`src/rtl/pmt_pkg.sv`:
```
package pmt_pkg;
  localparam int unsigned PMT_CNT_W      = 32;
  localparam int unsigned PMT_NUM_MATCH  = 7;
  localparam int unsigned PMT_FLAG_W     = 8;
  localparam int unsigned PMT_ADDR_W     = 4;
  localparam int unsigned ADR_MATCH_BASE = 8;

  localparam logic [PMT_ADDR_W-1:0] ADR_CTRL = 4'd0;
  localparam logic [PMT_ADDR_W-1:0] ADR_FLAG = 4'd1;
  localparam logic [PMT_ADDR_W-1:0] ADR_PRE  = 4'd2;
  localparam logic [PMT_ADDR_W-1:0] ADR_PCNT = 4'd3;
  localparam logic [PMT_ADDR_W-1:0] ADR_CNT  = 4'd4;
  localparam logic [PMT_ADDR_W-1:0] ADR_MCTL = 4'd5;

  typedef struct packed {
    logic pwm;
    logic clr;
    logic run;
  } ctrl_t;
endpackage

```
`src/rtl/pmt_prescaler.sv`:
```
module pmt_prescaler #(
  parameter int unsigned CNT_W = 32
) (
  input  logic             clk,
  input  logic             rst_n,
  input  logic             run_i,
  input  logic             clr_i,
  input  logic [CNT_W-1:0] limit_i,
  output logic [CNT_W-1:0] pc_o,
  output logic             tick_o
);
  logic [CNT_W-1:0] pc_q, pc_d;
  logic             pc_en;

  always_comb begin
    tick_o = run_i && (pc_q >= limit_i);
    pc_en  = clr_i || run_i;
    pc_d   = pc_q;
    if (clr_i)       pc_d = '0;
    else if (tick_o) pc_d = '0;
    else             pc_d = pc_q + 1'b1;
  end

  always_ff @(posedge clk or negedge rst_n) begin
    if (!rst_n)     pc_q <= '0;
    else if (pc_en) pc_q <= pc_d;
  end

  assign pc_o = pc_q;


  wrap_to_zero_chk: assert property (@(posedge clk) disable iff (!rst_n)
    tick_o |=> (pc_o == '0));


  idle_hold_chk: assert property (@(posedge clk) disable iff (!rst_n)
    (!run_i && !clr_i) |=> (pc_o == $past(pc_o)));
endmodule

```
`src/rtl/pmt_match_bank.sv`:
```
module pmt_match_bank #(
  parameter int unsigned CNT_W     = 32,
  parameter int unsigned NUM_MATCH = 7
) (
  input  logic [CNT_W-1:0]           count_i,
  input  logic                       tick_i,
  input  logic [NUM_MATCH*CNT_W-1:0] mvals_i,
  input  logic [3*NUM_MATCH-1:0]     mctl_i,
  output logic [NUM_MATCH-1:0]       hit_o,
  output logic [NUM_MATCH-1:0]       flag_set_o,
  output logic                       clear_any_o,
  output logic                       stop_any_o
);
  logic [NUM_MATCH-1:0] clr_sel;
  logic [NUM_MATCH-1:0] stop_sel;

  for (genvar g = 0; g < NUM_MATCH; g++) begin : g_cmp
    assign hit_o[g]      = tick_i && (count_i == mvals_i[g*CNT_W +: CNT_W]);
    assign flag_set_o[g] = hit_o[g] && mctl_i[3*g];
    assign clr_sel[g]    = hit_o[g] && mctl_i[3*g+1];
    assign stop_sel[g]   = hit_o[g] && mctl_i[3*g+2];
  end

  assign clear_any_o = |clr_sel;
  assign stop_any_o  = |stop_sel;
endmodule

```
`src/rtl/pmt_core.sv`:
```
module pmt_core
  import pmt_pkg::*;
#(
  parameter int unsigned CNT_W     = PMT_CNT_W,
  parameter int unsigned NUM_MATCH = PMT_NUM_MATCH
) (
  input  logic                       clk,
  input  logic                       rst_n,
  input  logic                       reg_we,
  input  logic [PMT_ADDR_W-1:0]      reg_addr,
  input  logic [CNT_W-1:0]           reg_wdata,
  output logic [CNT_W-1:0]           reg_rdata,
  output logic [CNT_W-1:0]           count_o,
  output logic [NUM_MATCH-1:0]       match_pulse_o,
  output logic [NUM_MATCH*CNT_W-1:0] match_vals_o,
  output logic                       pwm_en_o,
  output logic                       irq_o
);
  localparam int unsigned MCTL_W = 3 * NUM_MATCH;

  ctrl_t                  ctrl_q, ctrl_d;
  logic [CNT_W-1:0]       pre_q, tc_q, tc_d, pc;
  logic [MCTL_W-1:0]      mctl_q;
  logic [PMT_FLAG_W-1:0]  flag_q, flag_d, flag_set_ext;
  logic [CNT_W-1:0]       mr_q [NUM_MATCH];
  logic [NUM_MATCH-1:0]   hit, flag_set, wr_mr;
  logic                   tick, clear_any, stop_any;
  logic                   wr_ctrl, wr_flag, wr_pre, wr_mctl, tc_en;

  assign wr_ctrl = reg_we && (reg_addr == ADR_CTRL);
  assign wr_flag = reg_we && (reg_addr == ADR_FLAG);
  assign wr_pre  = reg_we && (reg_addr == ADR_PRE);
  assign wr_mctl = reg_we && (reg_addr == ADR_MCTL);

  pmt_prescaler #(.CNT_W(CNT_W)) u_pre (
    .clk     (clk),
    .rst_n   (rst_n),
    .run_i   (ctrl_q.run && !ctrl_q.clr),
    .clr_i   (ctrl_q.clr),
    .limit_i (pre_q),
    .pc_o    (pc),
    .tick_o  (tick)
  );

  pmt_match_bank #(.CNT_W(CNT_W), .NUM_MATCH(NUM_MATCH)) u_bank (
    .count_i     (tc_q),
    .tick_i      (tick),
    .mvals_i     (match_vals_o),
    .mctl_i      (mctl_q),
    .hit_o       (hit),
    .flag_set_o  (flag_set),
    .clear_any_o (clear_any),
    .stop_any_o  (stop_any)
  );

  always_comb begin
    ctrl_d = ctrl_q;
    if (wr_ctrl)       ctrl_d = '{pwm: reg_wdata[3], clr: reg_wdata[1], run: reg_wdata[0]};
    else if (stop_any) ctrl_d.run = 1'b0;

    tc_en = ctrl_q.clr || tick;
    tc_d  = tc_q;
    if (ctrl_q.clr)     tc_d = '0;
    else if (clear_any) tc_d = '0;
    else                tc_d = tc_q + 1'b1;

    flag_set_ext = '0;
    flag_set_ext[NUM_MATCH-1:0] = flag_set;
    flag_d = flag_q;
    if (wr_flag) flag_d = flag_d & ~reg_wdata[PMT_FLAG_W-1:0];
    flag_d = flag_d | flag_set_ext;
  end

  always_ff @(posedge clk or negedge rst_n) begin
    if (!rst_n) begin
      ctrl_q <= '0;
      pre_q  <= '0;
      mctl_q <= '0;
      flag_q <= '0;
      tc_q   <= '0;
    end else begin
      ctrl_q <= ctrl_d;
      flag_q <= flag_d;
      if (wr_pre)  pre_q  <= reg_wdata;
      if (wr_mctl) mctl_q <= reg_wdata[MCTL_W-1:0];
      if (tc_en)   tc_q   <= tc_d;
    end
  end

  for (genvar g = 0; g < NUM_MATCH; g++) begin : g_mr
    assign wr_mr[g] = reg_we && (reg_addr == PMT_ADDR_W'(ADR_MATCH_BASE + g));
    always_ff @(posedge clk or negedge rst_n) begin
      if (!rst_n)        mr_q[g] <= '0;
      else if (wr_mr[g]) mr_q[g] <= reg_wdata;
    end
    assign match_vals_o[g*CNT_W +: CNT_W] = mr_q[g];
  end

  always_comb begin
    reg_rdata = '0;
    case (reg_addr)
      ADR_CTRL: reg_rdata[3:0] = {ctrl_q.pwm, 1'b0, ctrl_q.clr, ctrl_q.run};
      ADR_FLAG: reg_rdata[PMT_FLAG_W-1:0] = flag_q;
      ADR_PRE:  reg_rdata = pre_q;
      ADR_PCNT: reg_rdata = pc;
      ADR_CNT:  reg_rdata = tc_q;
      ADR_MCTL: reg_rdata[MCTL_W-1:0] = mctl_q;
      default: begin
        for (int i = 0; i < NUM_MATCH; i++)
          if (reg_addr == PMT_ADDR_W'(ADR_MATCH_BASE + i)) reg_rdata = mr_q[i];
      end
    endcase
  end

  assign count_o       = tc_q;
  assign match_pulse_o = hit;
  assign pwm_en_o      = ctrl_q.pwm;
  assign irq_o         = |flag_q;


  cnt_clear_chk: assert property (@(posedge clk) disable iff (!rst_n)
    ctrl_q.clr |=> (count_o == '0));


  halt_hold_chk: assert property (@(posedge clk) disable iff (!rst_n)
    (!ctrl_q.run && !ctrl_q.clr) |=> (count_o == $past(count_o)));


  match_clear_chk: assert property (@(posedge clk) disable iff (!rst_n)
    clear_any |=> (count_o == '0));


  stop_run_chk: assert property (@(posedge clk) disable iff (!rst_n)
    (stop_any && !wr_ctrl) |=> !ctrl_q.run);


  irq_source_chk: assert property (@(posedge clk) disable iff (!rst_n)
    $rose(irq_o) |-> $past(|flag_set));
endmodule

```
`config.mk`:
```
export PLATFORM = sky130hd
export DESIGN_NAME = pmt_core
export DESIGN_NICKNAME = d
export VERILOG_FILES = /design/src/rtl/pmt_pkg.sv /design/src/rtl/pmt_prescaler.sv /design/src/rtl/pmt_match_bank.sv /design/src/rtl/pmt_core.sv
export SDC_FILE = /design/constraint.sdc
export NUM_CORES = 1
export LEC_CHECK = 0
export BUFFER_PORTS_ARGS = -buffer_cell sky130_fd_sc_hd__buf_2
export CELL_PAD_IN_SITES_DETAIL_PLACEMENT = 0
export CELL_PAD_IN_SITES_GLOBAL_PLACEMENT = 1
export CORE_MARGIN = 2
export CORE_UTILIZATION = 45
export DETAILED_ROUTE_END_ITERATION = 7
export MAX_ROUTING_LAYER = met4
export PLACE_DENSITY_LB_ADDON = 0.1
export RECOVER_POWER = 100
export SLEW_MARGIN = 20
export SYNTH_ARGS = -nofsm -noshare
export SYNTH_HDL_FRONTEND = slang
export SYNTH_SLANG_ARGS = --single-unit
```
`constraint.sdc`:
```
create_clock -name clk -period 2.95 [get_ports clk]
set_input_delay 0.1475 -clock clk [delete_from_list [all_inputs] [get_ports clk]]
set_output_delay 0.1475 -clock clk [all_outputs]
set_load 0.005 [all_outputs]
```
==> metrics.cfg <==
[setup_path]
r2r-start = count_o[7]$_DFFE_PN0P_
crit_family = buffers and inverters
cp_slowest_cell = clkbuf_2
startpoint = reg_addr[0]
reg2regPathDepth = 11
path_cells = clkbuf_1, nand2b_1, nor2_2, clkbuf_2, a22oi_1, a31oi_1, buf_4, a21oi_1, nand4_1, buf_2
critPathMaxFanout = 33
critPathKind = in -> out
r2r_end = count_o[29]$_DFFE_PN0P_
cp.required_ns = 2.80
crit_path_start_kind = input port
crit_buf_inv = 4
cp.arrival_ns = 2.96
r2r_setup_slack_ns = 0.02
crit_path_max_incr_delay_ns = 0.73
worstSetupEndpointType = primary output

[cts]
htree_levels = 2
cts_sinks = 352
cts_made_buffers = 42
clockBufferDepth = 3
cts_tree = done
clk_latency_ns = 0.59
clk_pin_slew_ns = 0.06
cts_root_buf = clkbuf_16

[die]
start_util_pct = 45.4
die-area_um2 = 46000
die-height_um = 214
io_pins = 336
die_x_um = 214
core_area_um2 = 43900
rows = 77

[logic_synthesis]
ys_types = 64
synth_edf_count = 0
syn-instance-count = 1809
yosys.area.top_type = dfrtp_1
ys_warn_count = 0
avgSynthCellArea_um2 = 11.0
yosys.area.top_type_share_pct = 44.2
synth-async-reset-ratio_pct = 100
synth.area.top_cells = dfrtp_1 44%, mux2_2 16%, xor2_1 7.8%
synth_top_cells_by_count = 352 x dfrtp_1, 279 x mux2_2, 178 x xor2_1, 91 x nand2_1, 76 x xnor2_1
ys_seq_area_share_pct = 44.2
ys_ff_latch = 352
synth_nets = 1882
yosysMostFrequentCell = dfrtp_1
synth_area_um2 = 19900
yosys_most_used_dff = dfrtp_1

[final_layout]
syn2layout_area_growth_pct = 28.3
final_util_pct = 58.2
final_cells = 2981
finalNetCount = 2431
drive_gt1_share_pct = 38.2

[sta]
fin_skew_ns = 0.0263
worstMarginPinSlew_ns = 2.47
setup_slack_ns = -0.153
fin_crit_ns = 3.10
clock.fmax_mhz = 322
holdWs_ns = 0.0433
relSlewSlack_pct = -64.5
final_hold_viol_count = 0
timing.final.crit_share_pct = 105
rsz0062_at_grt = yes
slew_violations = 149
finalSetupViolCount = 23

[flow_run]
max-cap-violations = 4

[detailed_routing]
wirelength_um = 91900
via_per_inst = 6.18
ant_nets = 0
drtIter0Drc = 2133
dr.pass1.iters = 7
num_vias = 18400
wl_per_cell_um = 30.8
drc = 0

[hold_path]
hp-class = in -> reg
holdPathEnd = match_vals_o[169]$_DFFE_PN0P_
min_from = reg_wdata[9]
min_path_cells = 2

[pwr]
power.total_uw = 17000
p_per_area_nw_per_um2 = 666
p_leak_uw = 0.0121
peakVddDrop_mv = 0.616

[grt]
grt_max_degree = 87
grt_pass1_wl_um = 131000
grt_usage_pct = 40.4
grt_pass1_vias = 17900
grt-ovfl-total = 0
antenna_found_initial = 4

[placed_design]
port_buffers = 335
hpwl_um = 70700
placed_cells = 2865
gp_congestion = 1.05

[outcome]
failed_checks = capacitance limit, slew limit, setup timing
outcome = finished with violations

## metal layers
metal | vias up | GRT usage, % | share of wire [%]
met1 | 9502 | 56.0 | 42
met4 | 0 | 16.2 | 4.5
met2 | 998 | 58.7 | 44
met5 | - | - | 0
met3 | 187 | 7.32 | 9.1
li1 | 7746 | - | -
## flip-flops by register name, indices dropped and copies added, names as in the netlist
name and count:
match_vals_o 224, pwm_en_o 1, mctl_q 21, ctrl_q 2, pre_q 32, flag_q 8, count_o 32, u_pre.pc_o 32
## how the worst max path moves through the flow
stage                                    to  slack [ns]  cells after the start
floorplan           count_o[11]$_DFFE_PN0P_        0.52                     10
global placement           match_pulse_o[4]       -0.23                      9
detailed placement         match_pulse_o[3]       -0.26                      9
CTS                        match_pulse_o[3]       -0.04                      9
global route               match_pulse_o[3]       -0.19                     10
finish                        reg_rdata[17]       -0.15                     10
## cell families after synthesis
logic type               count (synthesis)  synth area share, %
AO/OA/AOI/OAI                          289                 11.0
XOR/XNOR                               255                 11.2
adder cells (fa/ha/maj)                 34                 2.13
buffers and inverters                  179                 4.24
flip-flops                             352                 44.2
multiplexers                           283                 16.0
AND/OR/NAND/NOR                        417                 11.1
## worst reg2reg max path, stage by stage (launching register included)
cell and delay, ns:
dfrtp_1 0.50, clkbuf_1 0.30, xor2_1 0.28, nor4_2 0.08
nand4_1 0.24, nor2_1 0.13, a222oi_1 0.27, nand3_2 0.18
buf_12 0.20, or3_1 0.37, buf_4 0.17, o2bb2ai_2 0.13
## where the power goes
| group | switching [uW] | total (uW) | leakage, uW | internal (uW) |
|---|---|---|---|---|
| combinational | 2510 | 4660 | 0.00697 | 2150 |
| sequential | 1370 | 7120 | 0.00442 | 5740 |
| clock | 2160 | 5270 | 0.000671 | 3120 |
| total | 6040 | 17000 | 0.0121 | 11000 |
## stage by stage
| stage | setup slack, ns | TNS [ns] | area [um2] |
|---|---|---|---|
| final | -0.153 | -1.27 | 25600 |
| after global routing | -0.195 | -7.20 | 25600 |
| after CTS | -0.0431 | -0.0869 | 25700 |
| after detailed placement | -0.257 | -1.54 | 24000 |
| after global placement | -0.234 | -1.27 | 24000 |
| after floorplan | 0.519 | 0 | 19900 |
## cells in the final DEF, fill, tap and decap left out, types with 9 or more instances in the layout
cell type and instances:
dfrtp_1 344, mux2_2 278, buf_2 274, buf_4 180, xor2_1 176, clkbuf_1 154
nand2_1 90, xnor2_1 74, nor2_1 64, a22oi_1 61, nand4_1 55, inv_1 48
a22o_1 47, nand3_1 44, a21oi_1 43, nor4_1 43, clkbuf_16 43, a221oi_1 42
ha_1 27, buf_12 17, nor2b_1 16, a21o_1 16, a222oi_1 14, and3_1 14
nor3_1 12, or3_1 11, a31oi_1 10, a21oi_2 9
## repair_timing
action                                  4_1_cts  5_1_grt
hold buffers                                  5        0
endpoints found under the hold margin        97        0
gates resized for setup                      49       38
setup buffers                                13       23
endpoints found under the setup margin       12       15
pin swaps                                    16       17
gates cloned                                  0        0
## area by class of cell
class                   instances  area (um2)
fillers                      4023       18400
flip-flops and latches        352        8820
well taps                     592         741
diodes                          4        10.0
clock buffers                  59        1220
inverters                      50         188
repair buffers                634        3740
clock inverters                12         141
multi-input cells            1278       10700
No activity file was read; power rests on OpenSTA's default activity.
